## src/rtl/svwin_pkg.sv

```systemverilog
package svwin_pkg;

    localparam int ADDR_W   = 32;
    localparam int PAGE_LSB = 12;
    localparam int PAGE_W   = ADDR_W - PAGE_LSB;

    localparam int CTL_EN  = 31;
    localparam int CTL_PW  = 30;
    localparam int CTL_PF  = 29;
    localparam int CTL_CLH = 23;
    localparam int CTL_CLL = 22;
    localparam int CTL_SUP = 20;

    typedef struct packed {
        logic       en;
        logic       pw;
        logic       pf;
        logic [1:0] cls;
        logic       sup_only;
    } img_ctrl_t;

    typedef enum logic {
        ST_IDLE  = 1'b0,
        ST_CLAIM = 1'b1
    } dec_state_e;

    function automatic img_ctrl_t ctrl_unpack(input logic [31:0] w);
        img_ctrl_t c;
        c.en       = w[CTL_EN];
        c.pw       = w[CTL_PW];
        c.pf       = w[CTL_PF];
        c.cls      = w[CTL_CLH:CTL_CLL];
        c.sup_only = w[CTL_SUP];
        return c;
    endfunction

    function automatic logic [31:0] ctrl_pack(input img_ctrl_t c);
        logic [31:0] w;
        w                 = '0;
        w[CTL_EN]         = c.en;
        w[CTL_PW]         = c.pw;
        w[CTL_PF]         = c.pf;
        w[CTL_CLH:CTL_CLL] = c.cls;
        w[CTL_SUP]        = c.sup_only;
        return w;
    endfunction

endpackage

```

## src/rtl/svwin_regs.sv

```systemverilog
module svwin_regs
    import svwin_pkg::*;
#(
    parameter int          NUM_IMG  = 8,
    parameter logic [11:0] REG_BASE = 12'hF00,
    parameter int          STRIDE   = 16
) (
    input  logic                             clk,
    input  logic                             rst_n,
    input  logic                             reg_we,
    input  logic [11:0]                      reg_addr,
    input  logic [31:0]                      reg_wdata,
    output logic [31:0]                      reg_rdata,
    output img_ctrl_t [NUM_IMG-1:0]          ctrl_o,
    output logic [NUM_IMG-1:0][PAGE_W-1:0]   base_o,
    output logic [NUM_IMG-1:0][PAGE_W-1:0]   bound_o
);

    localparam int IDX_W    = (NUM_IMG > 1) ? $clog2(NUM_IMG) : 1;
    localparam int STR_LSB  = $clog2(STRIDE);
    localparam int SPAN     = NUM_IMG * STRIDE;

    logic [11:0]      off;
    logic             in_rng;
    logic [IDX_W-1:0] img_sel;
    logic [1:0]       word_sel;

    assign off      = reg_addr - REG_BASE;
    assign in_rng   = (reg_addr >= REG_BASE) && (int'(off) < SPAN);
    assign img_sel  = off[STR_LSB +: IDX_W];
    assign word_sel = off[3:2];

    for (genvar i = 0; i < NUM_IMG; i++) begin : g_img
        logic sel;
        assign sel = reg_we && in_rng && (int'(img_sel) == i);

        always_ff @(posedge clk or negedge rst_n) begin
            if (!rst_n) begin
                ctrl_o[i]  <= '0;
                base_o[i]  <= '0;
                bound_o[i] <= '0;
            end else if (sel) begin
                unique case (word_sel)
                    2'd0:    ctrl_o[i]  <= ctrl_unpack(reg_wdata);
                    2'd1:    base_o[i]  <= reg_wdata[ADDR_W-1:PAGE_LSB];
                    2'd2:    bound_o[i] <= reg_wdata[ADDR_W-1:PAGE_LSB];
                    default: ;
                endcase
            end
        end
    end

    always_comb begin
        reg_rdata = '0;
        if (in_rng) begin
            unique case (word_sel)
                2'd0:    reg_rdata = ctrl_pack(ctrl_o[img_sel]);
                2'd1:    reg_rdata = {base_o[img_sel], {PAGE_LSB{1'b0}}};
                2'd2:    reg_rdata = {bound_o[img_sel], {PAGE_LSB{1'b0}}};
                default: reg_rdata = '0;
            endcase
        end
    end

endmodule

```

## src/rtl/svwin_match.sv

```systemverilog
module svwin_match
    import svwin_pkg::*;
(
    input  img_ctrl_t         ctrl,
    input  logic [PAGE_W-1:0] base,
    input  logic [PAGE_W-1:0] bound,
    input  logic [PAGE_W-1:0] page,
    input  logic              prog,
    input  logic              super_mode,
    output logic              hit
);

    logic in_win;
    logic cls_ok;
    logic priv_ok;

    assign in_win  = (page >= base) && (page < bound);
    assign cls_ok  = prog ? ctrl.cls[1] : ctrl.cls[0];
    assign priv_ok = !ctrl.sup_only || super_mode;
    assign hit     = ctrl.en && in_win && cls_ok && priv_ok;

endmodule

```

## src/rtl/svwin_prio.sv

```systemverilog
module svwin_prio #(
    parameter int NUM_IMG = 8,
    parameter int IDX_W   = 3
) (
    input  logic [NUM_IMG-1:0] hits,
    output logic               any,
    output logic [IDX_W-1:0]   idx
);

    always_comb begin
        idx = '0;
        for (int i = NUM_IMG - 1; i >= 0; i--) begin
            if (hits[i]) idx = IDX_W'(i);
        end
    end

    assign any = |hits;

endmodule

```

## src/rtl/svwin_decoder.sv

```systemverilog
module svwin_decoder
    import svwin_pkg::*;
#(
    parameter int          NUM_IMG  = 8,
    parameter logic [11:0] REG_BASE = 12'hF00,
    localparam int         IDX_W    = (NUM_IMG > 1) ? $clog2(NUM_IMG) : 1
) (
    input  logic              clk,
    input  logic              rst_n,
    input  logic              reg_we,
    input  logic [11:0]       reg_addr,
    input  logic [31:0]       reg_wdata,
    output logic [31:0]       reg_rdata,
    input  logic              mst_en,
    input  logic              cyc_req,
    input  logic [31:0]       cyc_addr,
    input  logic              cyc_prog,
    input  logic              cyc_super,
    input  logic              cyc_write,
    output logic              hit_valid,
    output logic [IDX_W-1:0]  hit_idx,
    output logic              hit_posted,
    output logic              hit_prefetch
);

    img_ctrl_t [NUM_IMG-1:0]        ctrl;
    logic [NUM_IMG-1:0][PAGE_W-1:0] base;
    logic [NUM_IMG-1:0][PAGE_W-1:0] bound;
    logic [NUM_IMG-1:0]             hits;
    logic                           any_hit;
    logic [IDX_W-1:0]               win_idx;
    logic [PAGE_W-1:0]              page;

    dec_state_e       state_q, state_d;
    logic [IDX_W-1:0] idx_q;
    logic             pw_q, pf_q;

    svwin_regs #(
        .NUM_IMG  (NUM_IMG),
        .REG_BASE (REG_BASE),
        .STRIDE   (16)
    ) u_regs (
        .clk       (clk),
        .rst_n     (rst_n),
        .reg_we    (reg_we),
        .reg_addr  (reg_addr),
        .reg_wdata (reg_wdata),
        .reg_rdata (reg_rdata),
        .ctrl_o    (ctrl),
        .base_o    (base),
        .bound_o   (bound)
    );

    assign page = cyc_addr[ADDR_W-1:PAGE_LSB];

    for (genvar i = 0; i < NUM_IMG; i++) begin : g_match
        svwin_match u_match (
            .ctrl       (ctrl[i]),
            .base       (base[i]),
            .bound      (bound[i]),
            .page       (page),
            .prog       (cyc_prog),
            .super_mode (cyc_super),
            .hit        (hits[i])
        );
    end

    svwin_prio #(
        .NUM_IMG (NUM_IMG),
        .IDX_W   (IDX_W)
    ) u_prio (
        .hits (hits),
        .any  (any_hit),
        .idx  (win_idx)
    );

    always_comb begin
        unique case (state_q)
            ST_IDLE:  state_d = (cyc_req && mst_en && any_hit) ? ST_CLAIM : ST_IDLE;
            ST_CLAIM: state_d = (cyc_req && mst_en && any_hit) ? ST_CLAIM : ST_IDLE;
            default:  state_d = ST_IDLE;
        endcase
    end

    always_ff @(posedge clk or negedge rst_n) begin
        if (!rst_n) state_q <= ST_IDLE;
        else        state_q <= state_d;
    end

    always_ff @(posedge clk or negedge rst_n) begin
        if (!rst_n) begin
            idx_q <= '0;
            pw_q  <= 1'b0;
            pf_q  <= 1'b0;
        end else if (state_d == ST_CLAIM) begin
            idx_q <= win_idx;
            pw_q  <= ctrl[win_idx].pw && cyc_write;
            pf_q  <= ctrl[win_idx].pf && !cyc_write;
        end else begin
            idx_q <= '0;
            pw_q  <= 1'b0;
            pf_q  <= 1'b0;
        end
    end

    assign hit_valid    = (state_q == ST_CLAIM);
    assign hit_idx      = idx_q;
    assign hit_posted   = pw_q;
    assign hit_prefetch = pf_q;

endmodule

```

## config.mk

```make
export PLATFORM = sky130hd
export DESIGN_NAME = svwin_decoder
export DESIGN_NICKNAME = d
export VERILOG_FILES = /design/src/rtl/svwin_pkg.sv /design/src/rtl/svwin_regs.sv /design/src/rtl/svwin_match.sv /design/src/rtl/svwin_prio.sv /design/src/rtl/svwin_decoder.sv
export SDC_FILE = /design/constraint.sdc
export NUM_CORES = 1
export LEC_CHECK = 0
export BUFFER_PORTS_ARGS = -buffer_cell sky130_fd_sc_hd__buf_2
export CAP_MARGIN = 15
export CORE_ASPECT_RATIO = 1.2
export CORE_MARGIN = 2
export CORE_UTILIZATION = 60
export DETAILED_ROUTE_END_ITERATION = 8
export PLACE_DENSITY = 0.78
export SYNTH_ARGS = -nofsm -noshare
export SYNTH_HDL_FRONTEND = slang
export SYNTH_HIERARCHICAL = 1
export SYNTH_SLANG_ARGS = --single-unit
```

## constraint.sdc

```tcl
create_clock -name clk -period 3.5 [get_ports clk]
set_input_delay 0.7 -clock clk [delete_from_list [all_inputs] [get_ports clk]]
set_output_delay 0.7 -clock clk [all_outputs]
set_load 0.1 [all_outputs]
```

* Word level (Yosys, flattened, before mapping) *
Cells that the tools add are included.

storage, ports and cells
  register bits = 374
  output and inout bits = 38

operators by class
  $add $sub $neg = 1
  $lt $le $gt $ge = 20
  eq/ne operators = 9
  multiplexer cells = 30
  reduce and logical (&&, ||, !) cells = 90

operators by type and width
  cell                    number
  $ge 20x20->1            8
  $lt 20x20->1            8
  $bmux 20 s3             2
  $pmux 32 s3             1
  $reduce_and 2->1        24
  $logic_and 1x1->1       46
  $mux 20                 2
  $bmux 6 s3              2
  $mux 32                 1
  $mux 3                  9
  $eq 3x3->1 const B      4
  $ge 12x12->1 const B    1
  $lt 12x8->1 const B     1
  $sub 12x12->12 const B  1
  $mux 1                  11
  $logic_not 1->1         9
  $logic_or 1x1->1        8
  $lt 3x4->1 const B      2
  $reduce_or 8->1         1
  $eq 3x2->1 const B      2
  $mux 6                  1
  $mux 5                  1
  $eq 3x1->1 const B      1
  $logic_not 3->1         1
  other kinds (3)         3

* Logic depth before layout (Yosys ltp) *
Gate-level depths: netlist (run 1).

  word-level depth = 17
  mapped depth = 14
  gate-level depth less buffers = 13

* Hierarchy *
Netlist (run 1), hierarchy kept.

by module, submodules not included
  module                                 instances  cells an instance  area each (um^2)  seq. area each (um^2)
  svwin_regs                             1          1109               17131.4           9208.8
  svwin_match at g_match[0].u_match ...  7          138                977.2             0.0
  svwin_match at g_match[4].u_match      1          135                991.0             0.0
  svwin_decoder                          1          28                 351.6             150.1
  svwin_prio                             1          13                 81.3              0.0

* Worst setup path after synthesis (run 1) *
OpenSTA, ideal clock, no wires.

  path type = input to output
  from = input reg_addr[6]
  to = output reg_rdata[16]
  arrival = 3.978 ns
  required time = 2.800 ns
  setup slack = -1.178 ns
  stages = 7
  path buffers = 5
  cell sequence = buf_2 -> buf_6 -> buf_4 -> buf_2 -> clkbuf_1 -> a221oi_1 -> a211oi_1

on the way
  word-level cells in the longest chain between the ends = 5
  elaborated cells between the ends (all ways) = 10
  those cells by class = 1 x add/sub; 2 x order compare; 6 x mux; 1 x reduce/logical

ends and longest elaborated chain
  what                                                                    RTL line             source
  start: declaration                                                      svwin_decoder.sv:11  input logic [11:0] reg_addr,
  parallel branches: the longest is 4 deep, another holds $sub 12x12->12  n/a
  $mux 32 *                                                               svwin_regs.sv:55     if (in_rng) begin
  end: declaration                                                        svwin_decoder.sv:13  output logic [31:0] reg_rdata,

Every way passes the cells marked *. The select of a mux whose other input is x is not followed.

* Worst setup path in the final report (run 1) *
  from = register u_regs/base_o[110] in the netlist's numbering
  to = register pf_q, in the netlist hit_prefetch

on the way
  word-level cells in the longest chain between the ends = 15
  elaborated cells between the ends (all ways) = 18
  those cells by class = 1 x order compare; 10 x mux; 7 x reduce/logical

ends and longest elaborated chain
  what                              RTL line             source
  start: declaration                svwin_regs.sv:15     output logic [NUM_IMG-1:0][PAGE_W-1:0] base_o,
  start signal: indexed assignment  svwin_regs.sv:45     2'd1: base_o[i] <= reg_wdata[ADDR_W-1:PAGE_LSB];
  $ge 20x20->1                      svwin_match.sv:17    assign in_win = (page >= base) && (page < bound);
  $logic_and 1x1->1                 svwin_match.sv:17
  $logic_and 1x1->1 (3 in a row)    svwin_match.sv:20    assign hit = ctrl.en && in_win && cls_ok && priv_ok;
  named net hits[5]                 svwin_decoder.sv:29  logic [NUM_IMG-1:0] hits;
  $mux 3 (6 in a row)               svwin_prio.sv:13     if (hits[i]) idx = IDX_W'(i);
  named net win_idx[0]              svwin_decoder.sv:31  logic [IDX_W-1:0] win_idx;
  $bmux 6 s3                        svwin_decoder.sv:98  pf_q <= ctrl[win_idx].pf && !cyc_write;
  $mux 5 (implied by the code)      svwin_decoder.sv:98
  $logic_and 1x1->1                 svwin_decoder.sv:98
  $mux 1                            svwin_decoder.sv:95  end else if (state_d == ST_CLAIM) begin
  end signal: assignment            svwin_decoder.sv:98
  end: declaration                  svwin_decoder.sv:36  logic pw_q, pf_q;

The timed path passes the listed nets, and every way through them passes these cells. The select of a mux whose other input is x is not followed.
A chain may end at the register's enable or synchronous reset.

==> qor.txt, run 1 <==
Outcome: finished with violations
Failing checks: setup timing
1st-iter DRT viols: 1809
Distinct cells, synth: 66
Synth Cell Area: 25400 sq um
Reg area: 9360 sq um
Max Slew Vio Count: 0
Worst Skew: 0.0208 ns
Total area of multi-input combinational cells: 14900 sq um
Crit. End Element: register
Placed instance area: 28300 sq um
Highest metal used: met5
Antenna-violating nets left: 0
Nets@finish: 2918
Rows: 82
Synth-to-layout area growth: 19.0%
PortBufs: 83
CTS tree: yes
Hold Violations, Final: 0
Non-Filler Instances: 3102
Placed insts: 3017
Switching pwr: 0.00287 W
Max transition margin: 0.489
Clock power share: 0.427
Post-synth ARST share: 1.00
Met2 WL post-DR: 40200 um
IO Count: 122
Hold Crit Class: input pin to async pin
Met3 WL post-DR: 7060 um
Clock Path Buffers: 3
Max-Cap Viols: 0
Setup WS pre-CTS: -0.977 ns
Vias per inst: 6.51
Starting Density: 0.608
H-tree levels: 2
Min Tclk post-route: 3.51 ns
Largest net degree at the start of global routing: 93
Skew-Pair Late Insertion Delay: 0.60 ns
Sequential area share after synthesis: 0.369
Routed metal-1 wire length: 30000 um
Max IR drop VDD: 0.412 mV
CP startpoint kind: register
Worst Path Max Fanout: 6
Fillers: 2880
Critical Path RT: 3.97 ns
EDFF count, synth: 0
Vias in the first global route: 21500
Detailed-route DRC error count: 0
Highest Clock Rate: 0.285 GHz
Detailed-route via count: 20200
DRT Wirelength: 85300 um
Design Area, Final: 30200 sq um
Clock root cell: clkbuf_16
Drt pass-1 iters: 6
First-pass GRT wire length: 128000 um
Internal: 0.00747 W
Initial antenna violation count: 2
Tcrit/Tclk final: 1.00
Final worst setup slack: -0.0138 ns
Share of layout cells above drive strength 1: 0.372
Least-Margin Pin Slew: 0.763 ns
Number of buffers created by CTS: 42
PwrDens: 342 nW/um^2
CTS sink cnt: 374
Critical setup path kind: register to register
Core box area: 41800 sq um
Crit path DAT: 3.98 ns
Mapped Cells: 2251
GPL Wtd Cong: 1.01
Flops & latches, synth: 374
Switch share: 0.277
Hold WS: 0.0833 ns
Die H: 229 um
Total track usage: 0.392
Synth warn: 6
RSZ-0062 raised after global routing: yes
HPWL Detailed: 61900 um
Final setup fails: 1
Clock-pin slew on the worst setup and hold paths: 0.06 ns
Die area: 44000 sq um
Syn avg cell area: 11.3 sq um
Main synth FF type: dfrtp_1
Grt ovf: 0
Power share of the combinational group: 0.143
DR WL/cell: 27.5 um
Sequential group share of total power: 0.430
Die Wd: 192 um
Cts hold-fix bufs: 0
Leakage: 14.0 nW
routing by layer:
layer | vias to the layer above | track usage
met5 | - | 0
met4 | 4 | 0.310
met3 | 418 | 0.0991
met2 | 1066 | 0.630
met1 | 10000 | 0.442
li1 | 8693 | -
critical path, cell delays in order (launching register included):
cell and delay, ns:
dfrtp_1 0.37, inv_1 0.06, ha_1 0.31, a21oi_1 0.07, a21boi_0 0.47, o41ai_2 0.21
a211oi_1 0.28, buf_4 0.16, a21oi_2 0.04, o41ai_4 0.48, buf_6 0.20, buf_4 0.11
mux4_2 0.48, inv_1 0.09, a2111oi_2 0.07
flip-flops by register name, summed over array words and instances, names as in the netlist:
name	cells
hit_idx	3
hit_posted	1
hit_prefetch	1
hit_valid	1
u_regs/base_o	160
u_regs/bound_o	160
u_regs/ctrl_o	48
per-stage QoR:
stage               utilization  power, W  setup TNS [ns]
floorplan                     -   0.00523           -4.26
global placement          0.677   0.00583           -3.71
detailed placement        0.677   0.00589           -4.15
CTS                       0.714    0.0103         -0.0611
global route              0.724    0.0107          -0.211
finish                    0.724    0.0103         -0.0138
layout make-up:
class,instances,area share
antenna,1,0.0000828
tap,546,0.0226
timing repair buffer,331,0.0912
clock buffer,59,0.0402
inverter,322,0.0400
multi-input combinational,1451,0.492
sequential,374,0.310
clock inverter,18,0.00476
repair_timing:
action / in CTS / in global routing
resized for setup: 32 / 81
endpoints found under the setup margin: 8 / 8
pin swaps: 5 / 21
setup buffers: 1 / 7
cell families after synthesis:
group,count (synthesis),share of synthesized area
multiplexers,497,0.257
buffers and inverters,437,0.0737
flip-flops,374,0.369
AND/OR/NAND/NOR,331,0.0687
adder cells (fa/ha/maj),312,0.154
AO/OA/AOI/OAI,299,0.0780
other,1,0.000148
cells in the final DEF (no fill, tap or decap), drive strengths merged, types with 2 or more instances in the layout:
| master | Yosys | layout |
|---|---|---|
| o31ai | 2 | 2 |
| dfrtp | 374 | 374 |
| a311oi | 2 | 2 |
| clkbuf | 41 | 63 |
| nand3 | 36 | 36 |
| buf | 74 | 327 |
| a311o | 2 | 2 |
| a221oi | 23 | 23 |
| o41ai | 15 | 15 |
| a21boi | 8 | 8 |
| mux4 | 81 | 81 |
| nor2 | 69 | 69 |
| clkinv | 0 | 14 |
| o31a | 7 | 7 |
| and4 | 2 | 2 |
| inv | 322 | 324 |
| nand4b | 7 | 7 |
| ha | 312 | 312 |
| and2 | 7 | 7 |
| o21ai | 38 | 38 |
| o311a | 2 | 2 |
| nor2b | 17 | 17 |
| o311ai | 3 | 3 |
| mux2i | 33 | 33 |
| mux2 | 383 | 383 |
| a2111oi | 17 | 17 |
| nand2b | 14 | 14 |
| conb | 1 | 12 |
| a21o | 32 | 32 |
| a22oi | 3 | 3 |
| a211oi | 24 | 24 |
| and2b | 3 | 3 |
| and3 | 2 | 2 |
| nor3 | 58 | 58 |
| nand4 | 57 | 57 |
| nand2 | 52 | 52 |
| a21oi | 113 | 113 |
final timing paths:
check                              startpoint            endpoint  slack, ns  cells past startpoint
max                        u_regs/base_o[110]        hit_prefetch      -0.01                     14
min reg2reg                u_regs/bound_o[37]  u_regs/bound_o[37]       0.52                      1
max in group asynchronous               rst_n  u_regs/base_o[148]       2.49                      2
min                                     rst_n   u_regs/base_o[81]       0.08                      1
min in group clk                    cyc_write          hit_posted       0.35                      3
max reg2reg                u_regs/base_o[110]        hit_prefetch      -0.01                     14
synth_stat cells, drive strengths merged, types with 2 or more instances:
master | number | area share
a21oi | 113 | 0.022
clkbuf | 41 | 0.0061
ha | 312 | 0.15
nor2b | 17 | 0.0042
nor2 | 69 | 0.011
and2 | 7 | 0.0017
a311o | 2 | 0.00079
o311ai | 3 | 0.0010
and3 | 2 | 0.00049
nor3 | 58 | 0.011
inv | 322 | 0.048
o41ai | 15 | 0.0052
a311oi | 2 | 0.00094
mux2 | 383 | 0.17
a22oi | 3 | 0.00089
mux2i | 33 | 0.013
a2111oi | 17 | 0.0061
nand4b | 7 | 0.0024
o21ai | 38 | 0.0075
a21o | 32 | 0.0095
a221oi | 23 | 0.0079
o31ai | 2 | 0.00059
and2b | 3 | 0.0011
o311a | 2 | 0.00079
and4 | 2 | 0.00069
buf | 74 | 0.020
dfrtp | 374 | 0.37
o31a | 7 | 0.0024
nand4 | 57 | 0.015
nand3 | 36 | 0.0073
a21boi | 8 | 0.0024
nand2b | 14 | 0.0034
mux4 | 81 | 0.074
a211oi | 24 | 0.0071
nand2 | 52 | 0.0077
power groups by stage:
stage | Combinational [W] | Clock, W | Sequential [W]
5_1_grt | 0.00160 | 0.00465 | 0.00445
3_3_place_gp | 0.00132 | 0 | 0.00451
6_report | 0.00148 | 0.00442 | 0.00444
4_1_cts | 0.00140 | 0.00446 | 0.00444
3_5_place_dp | 0.00138 | 0 | 0.00452
2_1_floorplan | 0.000730 | 0 | 0.00450
No activity file was read; power rests on OpenSTA's default activity.
==> inputs of run 2 (changes only) <==
MAX_ROUTING_LAYER = met4   (was unset)
PLACE_DENSITY = 0.81   (was 0.78)
SYNTH_HIERARCHICAL = unset   (was 1)
==> run 2 against run 1 <==
- the flow now finishes without violations
- clock-buffer cell count up 1
- area after synthesis down 1.0%
- synthesized cell count down 2.2%
- combinational power down 5%
- via count down 3.3%
- critical endpoint is now reg_rdata[20]
- highest routed layer is now met4
==> qor.txt, run 2 <==
Outcome: completed
Max IR drop VDD: 0.394 mV (-4.5%)
FF-to-FF Start: u_regs.bound_o[107]
Total area of multi-input combinational cells: 14500 sq um (-2.4%)
Detailed-route via count: 19500 (-3.3%)
Fillers: 2757 (-4.3%)
Hold Crit Class: input pin to async pin
Syn avg cell area: 11.4 sq um (+1.2%)
Postcts setup bufs: 0 (-1)
Main synth FF type: dfrtp_1
Synth Cell Area: 25100 sq um (-1.0%)
Worst R2R Path Depth: 13 (-1)
Number of buffers created by CTS: 42 (unchanged)
Crit path DAT: 2.79 ns (-1.19 ns)
H-tree levels: 2 (unchanged)
Mapped Cells: 2202 (-2.2%)
CTS sink cnt: 374 (unchanged)
Largest net degree at the start of global routing: 71 (-24%)
CTS tree: yes
Total track usage: 0.363 (-0.0297)
Commonest non-fill, non-tap cell in the layout: mux2_2
Max Slew Vio Count: 0 (unchanged)
Die H: 228 um (-0.49%)
GPL Wtd Cong: 1.05 (+4.3%)
Ranking of synthesized cells by area: dfrtp_1, mux2_2, ha_1
Critical Path RT: 2.80 ns (-1.17 ns)
Vias per inst: 6.45 (-0.90%)
Total chip power: 0.0106 W (+3.0%)
Top-area cell type share of the netlist area: 0.372 (+0.00370)
Starting Density: 0.605 (-0.00308)
Skew-Pair Late Insertion Delay: 0.59 ns (about the same)
Clock root cell: clkbuf_16
Top-count cell post-synth: mux2_2
IO Count: 122 (unchanged)
Clock Path Buffers: 3 (unchanged)
Reg area: 9360 sq um (about the same)
Crit. End Element: output pin
Die Wd: 191 um (-0.49%)
Tcrit/Tclk final: 0.997 (-0.00695)
CP startpoint kind: input pin
Non-Filler Instances: 3028 (-2.4%)
Share of layout cells above drive strength 1: 0.362 (-0.0102)
Nets@finish: 2838 (-2.7%)
Sequential area share after synthesis: 0.372 (+0.00370)
Max transition margin: 0.473 (-0.0159)
Detailed-route DRC error count: 0 (unchanged)
Hold WS: 0.0734 ns (-0.00985 ns)
Placed insts: 2944 (-2.4%)
Die area: 43600 sq um (-0.98%)
Vias in the first global route: 21000 (-2.3%)
PortBufs: 83 (unchanged)
Highest Clock Rate: 0.287 GHz (+0.70%)
Design Area, Final: 29700 sq um (-1.8%)
Least-Margin Pin Slew: 0.784 ns (+0.0207 ns)
Hold Violations, Final: 0 (unchanged)
Antenna-violating nets left: 0 (unchanged)
RSZ-0062 raised after global routing: yes
Post-synth ARST share: 1.00 (unchanged)
Max-Cap Viols: 0 (unchanged)
Critical setup path kind: input pin to output pin
Min Tclk post-route: 3.49 ns (-0.0243 ns)
DR WL/cell: 24.8 um (-9.9%)
Core box area: 41600 sq um (-0.49%)
Drt pass-1 iters: 6 (unchanged)
PwrDens: 359 nW/um^2 (+4.9%)
Synth warn: 0 (-6)
Worst Path Max Fanout: 9 (+3)
Setup slack, reg-to-reg: 0.12 ns (+0.13 ns)
DRT Wirelength: 74900 um (-12%)
Leakage: 13.8 nW (-1.1%)
Synth-to-layout area growth: 18.1%
Distinct cells, synth: 64 (-3.0%)
Most frequent cells in the layout: mux2_2, dfrtp_1, inv_1
Post-synth top area cell: dfrtp_1
Initial antenna violation count: 7 (+5)
Placed instance area: 28000 sq um (-0.86%)
First-pass GRT wire length: 117000 um (-8.9%)
Top cells by count, synth: mux2_2, dfrtp_1, inv_1
Flops & latches, synth: 374 (unchanged)
EDFF count, synth: 0 (unchanged)
Worst Skew: 0.00818 ns (-0.0126 ns)
Clock-pin slew on the worst setup and hold paths: 0.06 ns (about the same)
Grt ovf: 0 (unchanged)
1st-iter DRT viols: 1531 (-15%)
Setup TNS: 0 ns (+0.0138 ns)
HPWL Detailed: 55800 um (-9.9%)
Capturing point of the worst reg2reg path: hit_posted
Final setup fails: 0 (-1)
Rows: 82 (unchanged)
Biggest regs: u_regs.base_o: 160 flops, u_regs.bound_o: 160 flops, u_regs.ctrl_o: 48 flops
==> run 2: changes by cell type after synthesis, sizes merged, moves of 9 or more <==
cell,delta
nor3,-40
nor2,-12
mux2i,-24
a2111oi,-9
a22oi,+15
nand4,-14
o41ai,-14
mux4,+17
o211ai,+10
a21oi,-21
buf,-47
clkbuf,+39
==> run 2: worst max-delay path by stage <==
stage          slack (ns)             to          from  cells after the start
6_report             0.01  reg_rdata[20]   reg_addr[4]                      8
5_1_grt             -0.02   hit_prefetch  cyc_addr[12]                     16
4_1_cts            0.0007  reg_rdata[16]   reg_addr[4]                      9
3_5_place_dp        -0.69   hit_prefetch  cyc_addr[14]                     15
3_3_place_gp        -0.62   hit_prefetch  cyc_addr[14]                     15
2_1_floorplan        0.03  reg_rdata[13]   reg_addr[6]                      5
==> run 2: cell families (layout without fill, tap and decap cells) <==
| group | count (synthesis) | after routing | share of synthesized area |
|---|---|---|---|
| mux | 492 | 492 | 0.264 |
| buf+inv | 427 | 689 | 0.0657 |
| flops | 374 | 374 | 0.372 |
| compound gates | 316 | 316 | 0.0852 |
| fa+ha+maj | 312 | 312 | 0.155 |
| simple gates | 280 | 280 | 0.0576 |
| other cells | 1 | 19 | 0.000149 |
==> run 2: timing repair <==
action,in CTS,in global routing
resized for setup,6,32
hold buffers,0,0
endpoints found under the hold margin,0,0
pin swaps,0,5
endpoints found under the setup margin,6,13
==> run 2: critical path, cell delays in order <==
cell and delay [ns]:
buf_6 0.11, buf_12 0.16, mux4_2 0.60, mux4_2 0.49, a22oi_1 0.21, buf_4 0.18
nor2_4 0.03, clkbuf_4 0.28
==> run 2: per-stage QoR <==
step	utilization	setup slack (ns)
2_1_floorplan	-	0.0324
3_3_place_gp	0.674	-0.617
3_5_place_dp	0.674	-0.688
4_1_cts	0.711	0.000702
5_1_grt	0.714	-0.0225
6_report	0.714	0.0105
==> run 2: where the power goes <==
group	internal, W	switching [W]
registers	0.00439	0.0000523
logic	0.000562	0.000834
clock network	0.00293	0.00188
==> run 2: metal layers <==
metal	GRT usage	part of all wire	routed length, um	vias to the layer above
li1	-	-	-	8455
met1	0.410	0.36	27200	9808
met2	0.580	0.48	36200	951
met3	0.0717	0.078	5830	327
met4	0.244	0.077	5730	0
met5	-	0	0	-
==> run 2: area by class of cell <==
cell class	count	share of cell area
Sequential cell	374	0.315
Tap cell	546	0.0230
Multi-Input combinational cell	1412	0.489
Inverter	320	0.0406
Clock inverter	17	0.00792
Antenna cell	7	0.000590
Clock buffer	60	0.0422
Timing Repair Buffer	292	0.0818
